==> src/rtl/brk_pkg.sv <==
package brk_pkg;
  localparam int NCH   = 2;
  localparam int REG_W = 32;
  localparam int RA_W  = 4;

  localparam logic [RA_W-1:0] REG_CTRL  = 4'd0;
  localparam logic [RA_W-1:0] REG_ADDRA = 4'd1;
  localparam logic [RA_W-1:0] REG_MASKA = 4'd2;
  localparam logic [RA_W-1:0] REG_ASIDA = 4'd3;
  localparam logic [RA_W-1:0] REG_CYCA  = 4'd4;
  localparam logic [RA_W-1:0] REG_ADDRB = 4'd5;
  localparam logic [RA_W-1:0] REG_MASKB = 4'd6;
  localparam logic [RA_W-1:0] REG_ASIDB = 4'd7;
  localparam logic [RA_W-1:0] REG_CYCB  = 4'd8;
  localparam logic [RA_W-1:0] REG_DATAB = 4'd9;
  localparam logic [RA_W-1:0] REG_DMASK = 4'd10;

  localparam int CYC_W = 5;

  // write strobes from control to datapath, one bit per channel where repeated
  typedef struct packed {
    logic [NCH-1:0] addr;
    logic [NCH-1:0] mask;
    logic [NCH-1:0] asid;
    logic [NCH-1:0] cyc;
    logic           data;
    logic           dmask;
  } regWr_t;
endpackage

==> src/rtl/brk_datapath.sv <==
module brk_datapath
  import brk_pkg::*;
#(
  parameter int AW = 32,
  parameter int DW = 32,
  parameter int IW = 8
) (
  input  logic             clk,
  input  logic             rstN,
  input  regWr_t           wr,
  input  logic [REG_W-1:0] wdata,
  input  logic [RA_W-1:0]  rdAddr,
  output logic [REG_W-1:0] rdData,
  input  logic             dataEn,
  input  logic             busValid,
  input  logic [AW-1:0]    busAddr,
  input  logic [IW-1:0]    busAsid,
  input  logic             busIsInstr,
  input  logic             busWrite,
  input  logic [DW-1:0]    busData,
  output logic [NCH-1:0]   hit
);
  logic [AW-1:0]    addrR [NCH];
  logic [AW-1:0]    maskR [NCH];
  logic [IW-1:0]    asidR [NCH];
  logic [CYC_W-1:0] cycR  [NCH];
  logic [DW-1:0]    dataR;
  logic [DW-1:0]    dmaskR;

  always_ff @(posedge clk or negedge rstN) begin
    if (!rstN) begin
      dataR  <= '0;
      dmaskR <= '0;
    end else begin
      if (wr.data)  dataR  <= wdata[DW-1:0];
      if (wr.dmask) dmaskR <= wdata[DW-1:0];
    end
  end

  for (genvar ch = 0; ch < NCH; ch++) begin : g_ch
    logic kindOk, dirOk, addrOk, idOk, dataOk;

    always_ff @(posedge clk or negedge rstN) begin
      if (!rstN) begin
        addrR[ch] <= '0;
        maskR[ch] <= '0;
        asidR[ch] <= '0;
        cycR[ch]  <= '0;
      end else begin
        if (wr.addr[ch]) addrR[ch] <= wdata[AW-1:0];
        if (wr.mask[ch]) maskR[ch] <= wdata[AW-1:0];
        if (wr.asid[ch]) asidR[ch] <= wdata[IW-1:0];
        if (wr.cyc[ch])  cycR[ch]  <= wdata[CYC_W-1:0];
      end
    end

    assign kindOk = busIsInstr ? cycR[ch][0] : cycR[ch][1];
    assign dirOk  = busWrite ? cycR[ch][3] : cycR[ch][2];
    assign addrOk = ((busAddr ^ addrR[ch]) & ~maskR[ch]) == '0;
    assign idOk   = cycR[ch][4] || (busAsid == asidR[ch]);

    if (ch == NCH - 1) begin : g_data
      assign dataOk = !(dataEn && !busIsInstr) || (((busData ^ dataR) & ~dmaskR) == '0);
    end else begin : g_nodata
      assign dataOk = 1'b1;
    end

    assign hit[ch] = busValid && kindOk && dirOk && addrOk && idOk && dataOk;

    p_chan_off_r2: assert property (@(posedge clk) disable iff (!rstN)
      (cycR[ch][1:0] == 2'b00 || cycR[ch][3:2] == 2'b00) |-> !hit[ch]);
  end

  p_idle_bus_r4: assert property (@(posedge clk) disable iff (!rstN)
    !busValid |-> (hit == '0));

  always_comb begin
    rdData = '0;
    case (rdAddr)
      REG_ADDRA: rdData = REG_W'(addrR[0]);
      REG_MASKA: rdData = REG_W'(maskR[0]);
      REG_ASIDA: rdData = REG_W'(asidR[0]);
      REG_CYCA:  rdData = REG_W'(cycR[0]);
      REG_ADDRB: rdData = REG_W'(addrR[1]);
      REG_MASKB: rdData = REG_W'(maskR[1]);
      REG_ASIDB: rdData = REG_W'(asidR[1]);
      REG_CYCB:  rdData = REG_W'(cycR[1]);
      REG_DATAB: rdData = REG_W'(dataR);
      REG_DMASK: rdData = REG_W'(dmaskR);
      default:   rdData = '0;
    endcase
  end
endmodule

==> src/rtl/brk_control.sv <==
module brk_control
  import brk_pkg::*;
(
  input  logic             clk,
  input  logic             rstN,
  input  logic             regWe,
  input  logic [RA_W-1:0]  regAddr,
  input  logic [REG_W-1:0] wdata,
  input  logic [NCH-1:0]   hit,
  input  logic             busIsInstr,
  input  logic             blockExc,
  output regWr_t           wr,
  output logic             dataEn,
  output logic [REG_W-1:0] ctrlRd,
  output logic             brkReq,
  output logic             brkPre
);
  logic seqR, preAR, preBR, flagA, flagB, armed;
  logic ctrlWr, hitA, hitB, seqDone, setA, setB, fire;

  always_comb begin
    wr       = '0;
    wr.addr  = {regWe && regAddr == REG_ADDRB, regWe && regAddr == REG_ADDRA};
    wr.mask  = {regWe && regAddr == REG_MASKB, regWe && regAddr == REG_MASKA};
    wr.asid  = {regWe && regAddr == REG_ASIDB, regWe && regAddr == REG_ASIDA};
    wr.cyc   = {regWe && regAddr == REG_CYCB,  regWe && regAddr == REG_CYCA};
    wr.data  = regWe && regAddr == REG_DATAB;
    wr.dmask = regWe && regAddr == REG_DMASK;
  end

  assign ctrlWr  = regWe && regAddr == REG_CTRL;
  assign hitA    = hit[0];
  assign hitB    = hit[1];
  assign seqDone = seqR && armed && hitB && !hitA;
  assign setA    = !seqR && hitA;
  assign setB    = seqR ? seqDone : hitB;
  assign fire    = setA || setB;

  always_ff @(posedge clk or negedge rstN) begin
    if (!rstN) begin
      seqR   <= 1'b0;
      preAR  <= 1'b0;
      preBR  <= 1'b0;
      dataEn <= 1'b0;
      flagA  <= 1'b0;
      flagB  <= 1'b0;
      armed  <= 1'b0;
      brkReq <= 1'b0;
      brkPre <= 1'b0;
    end else begin
      if (ctrlWr) begin
        seqR   <= wdata[0];
        preAR  <= wdata[1];
        preBR  <= wdata[2];
        dataEn <= wdata[3];
      end
      flagA <= (ctrlWr ? (flagA && wdata[8]) : flagA) || setA;
      flagB <= (ctrlWr ? (flagB && wdata[9]) : flagB) || setB;
      if (ctrlWr && !wdata[0])   armed <= 1'b0;
      else if (seqR && hitA)     armed <= 1'b1;
      else if (seqDone)          armed <= 1'b0;
      brkReq <= fire && !blockExc;
      brkPre <= fire && !blockExc && busIsInstr && (setA ? preAR : preBR);
    end
  end

  assign ctrlRd = {22'd0, flagB, flagA, 4'd0, dataEn, preBR, preAR, seqR};

  p_blocked_r7: assert property (@(posedge clk) disable iff (!rstN)
    blockExc |=> !brkReq);
  p_flag_sticky_r8: assert property (@(posedge clk) disable iff (!rstN)
    (flagA && !ctrlWr) |=> flagA);
  p_seq_no_flaga_r9: assert property (@(posedge clk) disable iff (!rstN)
    $rose(flagA) |-> !$past(seqR));
  p_seq_unarmed_r9: assert property (@(posedge clk) disable iff (!rstN)
    (seqR && !armed) |=> !brkReq);
  p_same_cycle_r10: assert property (@(posedge clk) disable iff (!rstN)
    (seqR && hitA) |=> !brkReq);
  p_pre_with_req_r12: assert property (@(posedge clk) disable iff (!rstN)
    brkPre |-> brkReq);
endmodule

==> src/rtl/brk_unit.sv <==
module brk_unit
  import brk_pkg::*;
#(
  parameter int AW = 32,
  parameter int DW = 32,
  parameter int IW = 8
) (
  input  logic             clk,
  input  logic             rstN,
  input  logic             regWe,
  input  logic [RA_W-1:0]  regAddr,
  input  logic [REG_W-1:0] regWdata,
  output logic [REG_W-1:0] regRdata,
  input  logic             busValid,
  input  logic [AW-1:0]    busAddr,
  input  logic [IW-1:0]    busAsid,
  input  logic             busIsInstr,
  input  logic             busWrite,
  input  logic [DW-1:0]    busData,
  input  logic             blockExc,
  output logic             brkReq,
  output logic             brkPre
);
  regWr_t           wr;
  logic             dataEn;
  logic [NCH-1:0]   hit;
  logic [REG_W-1:0] ctrlRd, dpRd;

  brk_control u_ctrl (
    .clk(clk), .rstN(rstN), .regWe(regWe), .regAddr(regAddr), .wdata(regWdata),
    .hit(hit), .busIsInstr(busIsInstr), .blockExc(blockExc), .wr(wr),
    .dataEn(dataEn), .ctrlRd(ctrlRd), .brkReq(brkReq), .brkPre(brkPre)
  );

  brk_datapath #(.AW(AW), .DW(DW), .IW(IW)) u_dp (
    .clk(clk), .rstN(rstN), .wr(wr), .wdata(regWdata), .rdAddr(regAddr),
    .rdData(dpRd), .dataEn(dataEn), .busValid(busValid), .busAddr(busAddr),
    .busAsid(busAsid), .busIsInstr(busIsInstr), .busWrite(busWrite),
    .busData(busData), .hit(hit)
  );

  assign regRdata = (regAddr == REG_CTRL) ? ctrlRd : dpRd;
endmodule

==> config.mk <==
export PLATFORM = sky130hd
export DESIGN_NAME = brk_unit
export DESIGN_NICKNAME = d
export VERILOG_FILES = /design/src/rtl/brk_pkg.sv /design/src/rtl/brk_datapath.sv /design/src/rtl/brk_control.sv /design/src/rtl/brk_unit.sv
export SDC_FILE = /design/constraint.sdc
export NUM_CORES = 1
export LEC_CHECK = 0
export ABC_CLOCK_PERIOD_IN_PS = 2400
export BUFFER_PORTS_ARGS = -buffer_cell sky130_fd_sc_hd__buf_2
export CORE_ASPECT_RATIO = 0.5
export CORE_MARGIN = 4
export CORE_UTILIZATION = 58
export DETAILED_ROUTE_END_ITERATION = 16
export GPL_ROUTABILITY_DRIVEN = 0
export PLACE_DENSITY = 0.8
export RECOVER_POWER = 100
export SLEW_MARGIN = 25
export SYNTH_ARGS = -nofsm -noshare
export SYNTH_HDL_FRONTEND = slang
export SYNTH_SLANG_ARGS = --single-unit
==> constraint.sdc <==
create_clock -name clk -period 2.4 [get_ports clk]
set_input_delay 0.48 -clock clk [delete_from_list [all_inputs] [get_ports clk]]
set_output_delay 0.48 -clock clk [all_outputs]
set_load 0.005 [all_outputs]
Word-level counts from Yosys, hierarchy flattened:

Cells that the tools add are included.

* muxes and demuxes: 13
* reduce and logical (&&, ||, !) cells: 49
* bitwise logic cells: 9
* eq/ne operators: 12

Operator list (count)
* case mux 32 bit (10 select lines): 1
* bitwise AND 32 bit: 3
* logical NOT 32 bit: 3
* inverter 32 bit: 3
* XOR 32 bit: 3
* logical AND 1 bit: 32
* 2-to-1 mux 32 bit: 1
* equality test 4 x 3 -> 1 bit, second input constant: 4
* equality test 8 bit: 2
* equality test 4 bit, second input constant: 3
* 2-to-1 mux 1 bit: 11
* equality test 4 x 2 -> 1 bit, second input constant: 2
* logical NOT 1 bit: 6
* logical OR 1 bit: 6
* equality test 4 x 1 -> 1 bit, second input constant: 1
* logical NOT 4 bit: 1
* nonzero test 3 bit: 1

* output and inout bits: 34
* word-level logic and storage cells: 102
* register bits after elaboration: 227
* bits of input ports: 115

Depth between registers and ports, before layout:

Gate-level depths: netlist (run 1).

* depth after elaboration: 13
* depth in mapped cells: 7
* mapped depth without buffers: 7

Modules after synthesis:

Synthesis (run 1) repeated with hierarchy kept, for this count alone.

* cell total of the unflattened synthesis: 972
* area total of the unflattened synthesis: 11923.9 um^2

Modules (own cells, without submodules)
* brk_datapath: cells an instance 857, instances 1, seq. area each 5455.2 um^2, area each 10779.1 um^2
* brk_control: cells an instance 79, instances 1, seq. area each 225.2 um^2, area each 729.4 um^2
* brk_unit: cells an instance 36, instances 1, seq. area each 0.0 um^2, area each 415.4 um^2

Least setup slack after synthesis (run 1):

Ideal clock, no wire load.

* path kind: input to output
* start point: input regAddr[1]
* end point: output regRdata[30]
* slack: 117 ps
* buffers on the path: 3
* data required time: 1920 ps
* cell stages on the path: 7
* arrival time: 1803 ps
* cells stage by stage: clkbuf_1 nand2b_1 nor3_1 clkbuf_1 clkbuf_1 a22oi_1 nand3_1

* word-level cells in the longest chain between the ends: 3
* elaborated cells between the ends (all ways): 13
* classes of those cells: 10 x eq/ne; 2 x mux; 1 x reduce/logical

RTL lines
* start, declared: line brk_unit.sv:11 `input logic [RA_W-1:0] regAddr,`
* equality test 4 bit (tied with other cells): line brk_datapath.sv:79 `case (rdAddr)`
* case mux 32 bit (10 select lines): line brk_datapath.sv:79
* 2-to-1 mux 32 bit *: line brk_unit.sv:42 `assign regRdata = (regAddr == REG_CTRL) ? ctrlRd : dpRd;`
* end, declared: line brk_unit.sv:13 `output logic [REG_W-1:0] regRdata,`

Mark *: on every way between the ends. The rest lies on a longest branch, timed or not.

Final worst setup path (run 1):

* start point: input regAddr[0]
* end point: output regRdata[0]

Same word-level chain as after synthesis.

==> impl_metrics.env, run 1 <==
export IMPL_timing_critical_path_mode_cell="buf_2"
export IMPL_rows=35
export IMPL_synthesis_nets=1024
export IMPL_root_buffer="clkbuf_16"
export IMPL_areaGrowthSynthToFinish_pct=20.0
export IMPL_irDropWorstVdd_uv=470
export IMPL_clock_latency_ps=520
export IMPL_clk_pin_slew_ps=60
export IMPL_dieArea_sq_mm=0.0219
export IMPL_worst_endpoint_required_ps=1920
export IMPL_ant_nets=0
export IMPL_worst_path_max_fanout=7
export IMPL_grt_pass1_wl_microns=54300
export IMPL_relSlewSlack_pct=4.53
export IMPL_cts_tree="built"
export IMPL_drv_cap=0
export IMPL_dp_cells=1327
export IMPL_r2r_start="u_dp.dataR[15]$_DFFE_PN0P_"
export IMPL_gr_usage_all_layers_pct=32.4
export IMPL_synth_seq_cells=227
export IMPL_fp_dieH_microns=107
export IMPL_p_comb_share_pct=23.0
export IMPL_internal_power_uw=8090
export IMPL_synth_warnings=0
export IMPL_stdcell_count=1367
export IMPL_period_needed_ps=2430
export IMPL_final_util_pct=72.2
export IMPL_place_ws_ps=-164
export IMPL_clock_skew_ps=26.0
export IMPL_ys_seq_area_share_pct=50.4
export IMPL_vias_per_cell=6.53
export IMPL_crit_path_end_kind="output pin"
export IMPL_p_leak_uw=0.00595
export IMPL_outcome="complete, but fails checks"
export IMPL_critPathArrivalTime_ps=1950
export IMPL_cts_buffers=21
export IMPL_startpoint_type="input port"
export IMPL_avgSynthCellArea_sq_um=12.4
export IMPL_synth_area_leaders="dfrtp_1, mux2_2, xnor2_1, a22oi_1, o22ai_1"
export IMPL_synthMuxAreaShare_pct=23.6
export IMPL_hold_depth=3
export IMPL_synth_compound_area_share_pct=10.5
export IMPL_place_port_buffers=148
export IMPL_pwr_share_clk_pct=29.3
export IMPL_drt_first_pass_iters=6
export IMPL_netlist_area_leader_share_pct=50.4
export IMPL_synth_fa_ha_area_share_pct=0
export IMPL_route_detailed_drc=0
export IMPL_reg2reg_depth=7
export IMPL_max_freq_mhz=411
export IMPL_power_density_mw_per_mm2=872
export IMPL_crit_chain="buf_2, nand2b_1, nor2_4, a222oi_1, o211ai_1, buf_2"
export IMPL_synth_cell_types=36
export IMPL_grt_remaining_overflow=0
export IMPL_synth_xor_area_share_pct=8.70
export IMPL_hold_viol_final=0
export IMPL_synth_top_area_cell="dfrtp_1"
export IMPL_htree_levels=1
export IMPL_vias=8928
export IMPL_fin_ws_ps=-32.0
export IMPL_min_period_over_period_pct=101
export IMPL_slowest_delay_ps=470
export IMPL_min_from="blockExc"
export IMPL_clockBufferDepth=3
export IMPL_initial_core_util_pct=60.1
export IMPL_ys_flop_type="dfrtp_1"
export IMPL_layout_drive_gt1_share_pct=42.9
export IMPL_worst_setup_path_type="input port to output pin"
export IMPL_syn_instance_count=909
export IMPL_rsz0062_at_grt="yes"
export IMPL_synth_top_family_by_area="multiplexers"
export IMPL_cts_sinks=227
export IMPL_dpl_hpwl_microns=24900
export IMPL_path_buf_inv=2
export IMPL_grt_pass1_vias=9152
export IMPL_nNetsFinal=1208
export IMPL_yosys_cell_count_top_type="dfrtp_1"
export IMPL_drt_wirelength_per_cell_microns=26.1
export IMPL_seqPwrFrac_pct=47.6
export IMPL_ios=149
export IMPL_crit_path_top_delay_cell="a222oi_1"
export IMPL_syn_area_sq_mm=0.0113
export IMPL_report_final_slew_viol_count=0
export IMPL_fillers=1296
export IMPL_worstMarginPinSlew_ps=1430
export IMPL_synth_edf_count=0
export IMPL_reg2reg_to="u_ctrl.brkPre$_DFF_PN0_"
export IMPL_final_area_sq_mm=0.0135
export IMPL_synth_common_cells="dfrtp_1, mux2_2, xnor2_1"
export IMPL_coreArea_sq_mm=0.0187
export IMPL_antennaDiodeCount=0
export IMPL_critPathTopFamily="compound AO/OA/AOI/OAI gates"
export IMPL_ff2ff_setup_slack_ps=40
export IMPL_antenna_found_initial=1
export IMPL_die_w_microns=205
export IMPL_holdPathEnd="u_ctrl.brkReq$_DFF_PN0_"
export IMPL_p_switching_uw=3710
export IMPL_async_reset_ff_share_pct=100
export IMPL_violations="negative setup slack"
export IMPL_min_path_type="input port to flop"
export IMPL_swShare_pct=31.4
export IMPL_setup_viol=1
export IMPL_grt_max_degree=67
export IMPL_synthSimpleGateAreaFrac_pct=5.06
export IMPL_place_area_sq_mm=0.0128
export IMPL_drtIter0Drc=1081
export IMPL_drt_total_wl_microns=35700
==> worst max path at each step <==
stage	startpoint	end	slack, ps	cells after the start
6_report	regAddr[0]	regRdata[0]	-30	6
5_1_grt	u_ctrl.seqR$_DFFE_PN0P_	regRdata[0]	-60	7
4_1_cts	regAddr[3]	regRdata[19]	2	8
3_5_place_dp	busData[15]	u_ctrl.brkPre$_DFF_PN0_	-160	8
3_3_place_gp	busData[15]	u_ctrl.brkPre$_DFF_PN0_	-80	8
2_1_floorplan	regAddr[1]	regRdata[30]	120	7
==> layer usage <==
| layer | GRT usage (%) | vias up | part of all wire (%) |
|---|---|---|---|
| li1 | - | 3770 | - |
| met1 | 46.5 | 4517 | 41 |
| met2 | 49.8 | 559 | 45 |
| met3 | 8.79 | 80 | 12 |
| met4 | 7.50 | 2 | 2.4 |
| met5 | 0 | - | 0.036 |
==> layout make-up <==
| class | count | area [sq um] | share of cell area, % |
|---|---|---|---|
| clock buffer | 25 | 571 | 4.22 |
| clock inverter | 13 | 129 | 0.953 |
| inverter | 6 | 22.5 | 0.167 |
| multi-input combinational | 628 | 5490 | 40.6 |
| sequential | 227 | 5680 | 42.0 |
| tap | 259 | 324 | 2.40 |
| timing repair buffer | 209 | 1310 | 9.69 |
==> registers in the layout, summed over array words and instances (netlist names), 10 cells and up <==
name         cells
u_dp.cycR       10
u_dp.asidR      16
u_dp.maskR      64
u_dp.addrR      64
u_dp.dataR      32
u_dp.dmaskR     32
==> power groups by stage <==
stage	Combinational, uW	Sequential [uW]	Clock, uW
2_1_floorplan	1700	5320	0
3_3_place_gp	2520	5550	0
3_5_place_dp	2610	5620	0
4_1_cts	2660	5560	3480
5_1_grt	2920	5690	3650
6_report	2720	5620	3460
==> worst register-to-register path, cell delays in order (launching register included) <==
cell       delay (ps)
dfrtp_1           410
xnor2_1           310
o22ai_1           150
nor4_2            330
nand4_1           390
a311oi_4          380
o2111ai_1         150
mux2i_1           140
==> layout by cell type, fill, tap and decap left out, types with 16 or more instances in the layout <==
cell         n
a22oi_1     78
buf_2      145
buf_4       42
clkbuf_16   21
dfrtp_1    226
mux2_2     218
nand2_1     22
nand3_1     38
o22ai_1     48
xnor2_1     95
xor2_1      16
==> cell families (layout without fill, tap and decap cells) <==
logic type                Yosys count  in the layout
muxes                             237            237
xor gates and xnor gates          112            112
and+or+nand+nor                   114            114
AOI/OAI and AO/OA                 165            165
DFF                               227            227
buffers and inverters              54            253
==> timing repair <==
item | 4_1_cts | 5_1_grt
hold endpoints to repair | 53 | 0
endpoints found under the setup margin | 3 | 21
hold buffers | 1 | 0
buffers inserted | 0 | 1
gates resized for setup | 1 | 15
pin swaps | 0 | 9
==> per-stage QoR <==
step	TNS (ps)	total power [uW]	hold WS, ps
after detailed placement	-805	8230	435
after CTS	0	11700	247
after floorplan	0	7020	184
after global placement	-267	8070	435
after global routing	-107	12300	261
final	-32.0	11800	261
No activity file was read; power rests on OpenSTA's default activity.
==> run 2, diff against run 1 <==
--- a/config.mk
+++ b/config.mk
@@ -5,14 +5,13 @@
 export SDC_FILE = /design/constraint.sdc
 export NUM_CORES = 1
 export LEC_CHECK = 0
-export ABC_CLOCK_PERIOD_IN_PS = 2400
+export ABC_CLOCK_PERIOD_IN_PS = 2600
 export BUFFER_PORTS_ARGS = -buffer_cell sky130_fd_sc_hd__buf_2
 export CORE_ASPECT_RATIO = 0.5
 export CORE_MARGIN = 4
-export CORE_UTILIZATION = 58
+export CORE_UTILIZATION = 30
 export DETAILED_ROUTE_END_ITERATION = 16
 export GPL_ROUTABILITY_DRIVEN = 0
-export PLACE_DENSITY = 0.8
 export RECOVER_POWER = 100
 export SLEW_MARGIN = 25
 export SYNTH_ARGS = -nofsm -noshare
==> constraint.sdc (replaced) <==
create_clock -name clk -period 2.6 [get_ports clk]
set_input_delay 0.52 -clock clk [delete_from_list [all_inputs] [get_ports clk]]
set_output_delay 0.52 -clock clk [all_outputs]
set_load 0.005 [all_outputs]
==> run 2 against run 1 <==
Compared with the run above: setup slack gained 100 ps; via count is 2.6% lower; clock skew is 8.4 ps lower; sequential share of layout area fell by 0.53 points; highest routed layer unchanged; clock power increased by 4%; power decreased by 5.6%; the run ends with max-capacitance violations, max-slew violations left; critical endpoint is now regRdata[19]; non-clock buffer count is 10 lower; register-to-register slack better by 70 ps; flip-flop and latch count stayed put; largest cell class unchanged; wire length grew 5.5%; clock-buffer cell count grew 9.
==> impl_metrics.env, run 2 (same netlist as run 1, synthesis figures left out) <==
export IMPL_outcome="complete, but fails checks"
export IMPL_violations="max-capacitance violations, max-slew violations"
export IMPL_p_leak_uw=0.00583
export IMPL_internal_power_uw=7790
export IMPL_ant_nets=0
export IMPL_gr_usage_all_layers_pct=17.8
export IMPL_worstMarginPinSlew_ps=2200
export IMPL_route_detailed_drc=0
export IMPL_p_comb_share_pct=21.4
export IMPL_antenna_found_initial=6
export IMPL_die_w_microns=282
export IMPL_place_port_buffers=148
export IMPL_clk_pin_slew_ps=60
export IMPL_place_ws_ps=-168
export IMPL_areaGrowthSynthToFinish_pct=21.5
export IMPL_drtIter0Drc=831
export IMPL_max_freq_mhz=395
export IMPL_dieArea_sq_mm=0.0409
export IMPL_fin_hold_ws_ps=283
export IMPL_seqPwrFrac_pct=46.4
export IMPL_ios=149
export IMPL_multi_input_area_sq_mm=0.00543
export IMPL_grt_remaining_overflow=0
export IMPL_min_period_over_period_pct=97.4
export IMPL_drt_total_wl_microns=37600
export IMPL_clock_skew_ps=17.6
export IMPL_final_cell_mix="dfrtp_1, mux2_2, buf_2"
export IMPL_place_area_sq_mm=0.0130
export IMPL_vias=8698
export IMPL_vias_per_cell=5.48
export IMPL_drt_first_pass_iters=8
export IMPL_grt_pass1_vias=9143
export IMPL_rows=49
export IMPL_swShare_pct=30.1
export IMPL_root_buffer="clkbuf_16"
export IMPL_coreArea_sq_mm=0.0365
export IMPL_final_area_sq_mm=0.0137
export IMPL_clockBufferDepth=3
export IMPL_cts_setup_buffers=0
export IMPL_final_common_cell="dfrtp_1"
export IMPL_initial_core_util_pct=30.9
export IMPL_htree_levels=1
export IMPL_worst_setup_path_type="input port to output pin"
export IMPL_p_total_uw=11100
export IMPL_cts_buffers=24
export IMPL_ctsHoldBuffers=0
export IMPL_cts_tree="built"
export IMPL_fillers=3532
export IMPL_grt_pass1_wl_microns=56700
export IMPL_largestRegisters="u_dp.addrR x64, u_dp.maskR x64"
export IMPL_fin_ws_ps=68.7
export IMPL_worst_path_max_fanout=20
export IMPL_pwr_share_clk_pct=32.2
export IMPL_setup_viol=0
export IMPL_clock_latency_ps=530
export IMPL_period_needed_ps=2530
export IMPL_crit_path_end_kind="output pin"
export IMPL_drv_cap=1
export IMPL_relSlewSlack_pct=-46.4
export IMPL_hold_viol_final=0
export IMPL_drt_wirelength_per_cell_microns=23.7
export IMPL_fin_tns_setup_ps=0
export IMPL_layout_drive_gt1_share_pct=38.9
export IMPL_critPathArrivalTime_ps=2010
export IMPL_irDropWorstVdd_uv=407
export IMPL_seq_area_sq_mm=0.00568
export IMPL_power_density_mw_per_mm2=813
export IMPL_grt_max_degree=83
export IMPL_fp_dieH_microns=145
export IMPL_cts_resized=0
export IMPL_dpl_hpwl_microns=27400
export IMPL_cts_sinks=227
export IMPL_nNetsFinal=1201
export IMPL_report_final_slew_viol_count=80
export IMPL_worst_endpoint_required_ps=2080
export IMPL_p_switching_uw=3350
export IMPL_min_path_type="input port to flop"
export IMPL_startpoint_type="input port"
run 2: cell types whose count changed in the layout (fill, tap and decap cells not counted), sizes merged:
cell and delta:
buf -55, clkbuf +55, clkinvlp -4, diode +3, clkinv -2, bufinv +1, dlygate4sd3 -1, inv -1
run 2: worst paths after layout:
kind                       slack, ps                   startpoint  cells past startpoint                          end
max                               70                   regAddr[2]                      8                 regRdata[19]
min                              280                 regWdata[31]                      2  u_dp.dmaskR[31]$_DFFE_PN0P_
max reg2reg                      110    u_dp.dataR[2]$_DFFE_PN0P_                      8      u_ctrl.brkPre$_DFF_PN0_
min reg2reg                      520  u_dp.dmaskR[31]$_DFFE_PN0P_                      1  u_dp.dmaskR[31]$_DFFE_PN0P_
max in group asynchronous        500                         rstN                      2    u_dp.dataR[3]$_DFFE_PN0P_
min in group asynchronous        630                         rstN                      1   u_dp.maskR[26]$_DFFE_PN0P_
run 2: critical path, stage by stage:
cell      delay, ps
buf_2           160
inv_1           160
nand2_1         140
nor2_2          180
buf_4           360
a22oi_1         150
nand3_1         180
clkbuf_2        150
run 2: metrics by stage:
stage                     util [%]  cells
after global routing          37.5   1588
after floorplan                  -    909
after CTS                     37.8   1585
after detailed placement      35.5   1544
final                         37.5   1588
after global placement        35.5   1544
run 2: cell type report:
type	count	share of cell area, %
diodes	3	0.0548
repair buffers	199	8.24
multi-input cells	628	39.7
inverters	6	0.164
clock buffers	34	5.10
clock inverters	7	0.886
flip-flops and latches	227	41.5
well taps	484	4.42
run 2: per-layer routing:
metal	up-vias	GRT usage, %	routed length (microns)
met4	6	6.29	1220
met3	87	3.55	2190
met5	-	0	37
li1	3778	-	-
met2	297	31.0	19100
met1	4530	22.1	15100
run 2: power groups by stage:
| stage | clock network [uW] | logic, uW | registers (uW) |
|---|---|---|---|
| 2_1_floorplan | 0 | 1570 | 4910 |
| 3_5_place_dp | 0 | 2380 | 5200 |
| 3_3_place_gp | 0 | 2330 | 5160 |
| 6_report | 3590 | 2380 | 5170 |
| 5_1_grt | 3780 | 2570 | 5240 |
| 4_1_cts | 3640 | 2390 | 5140 |
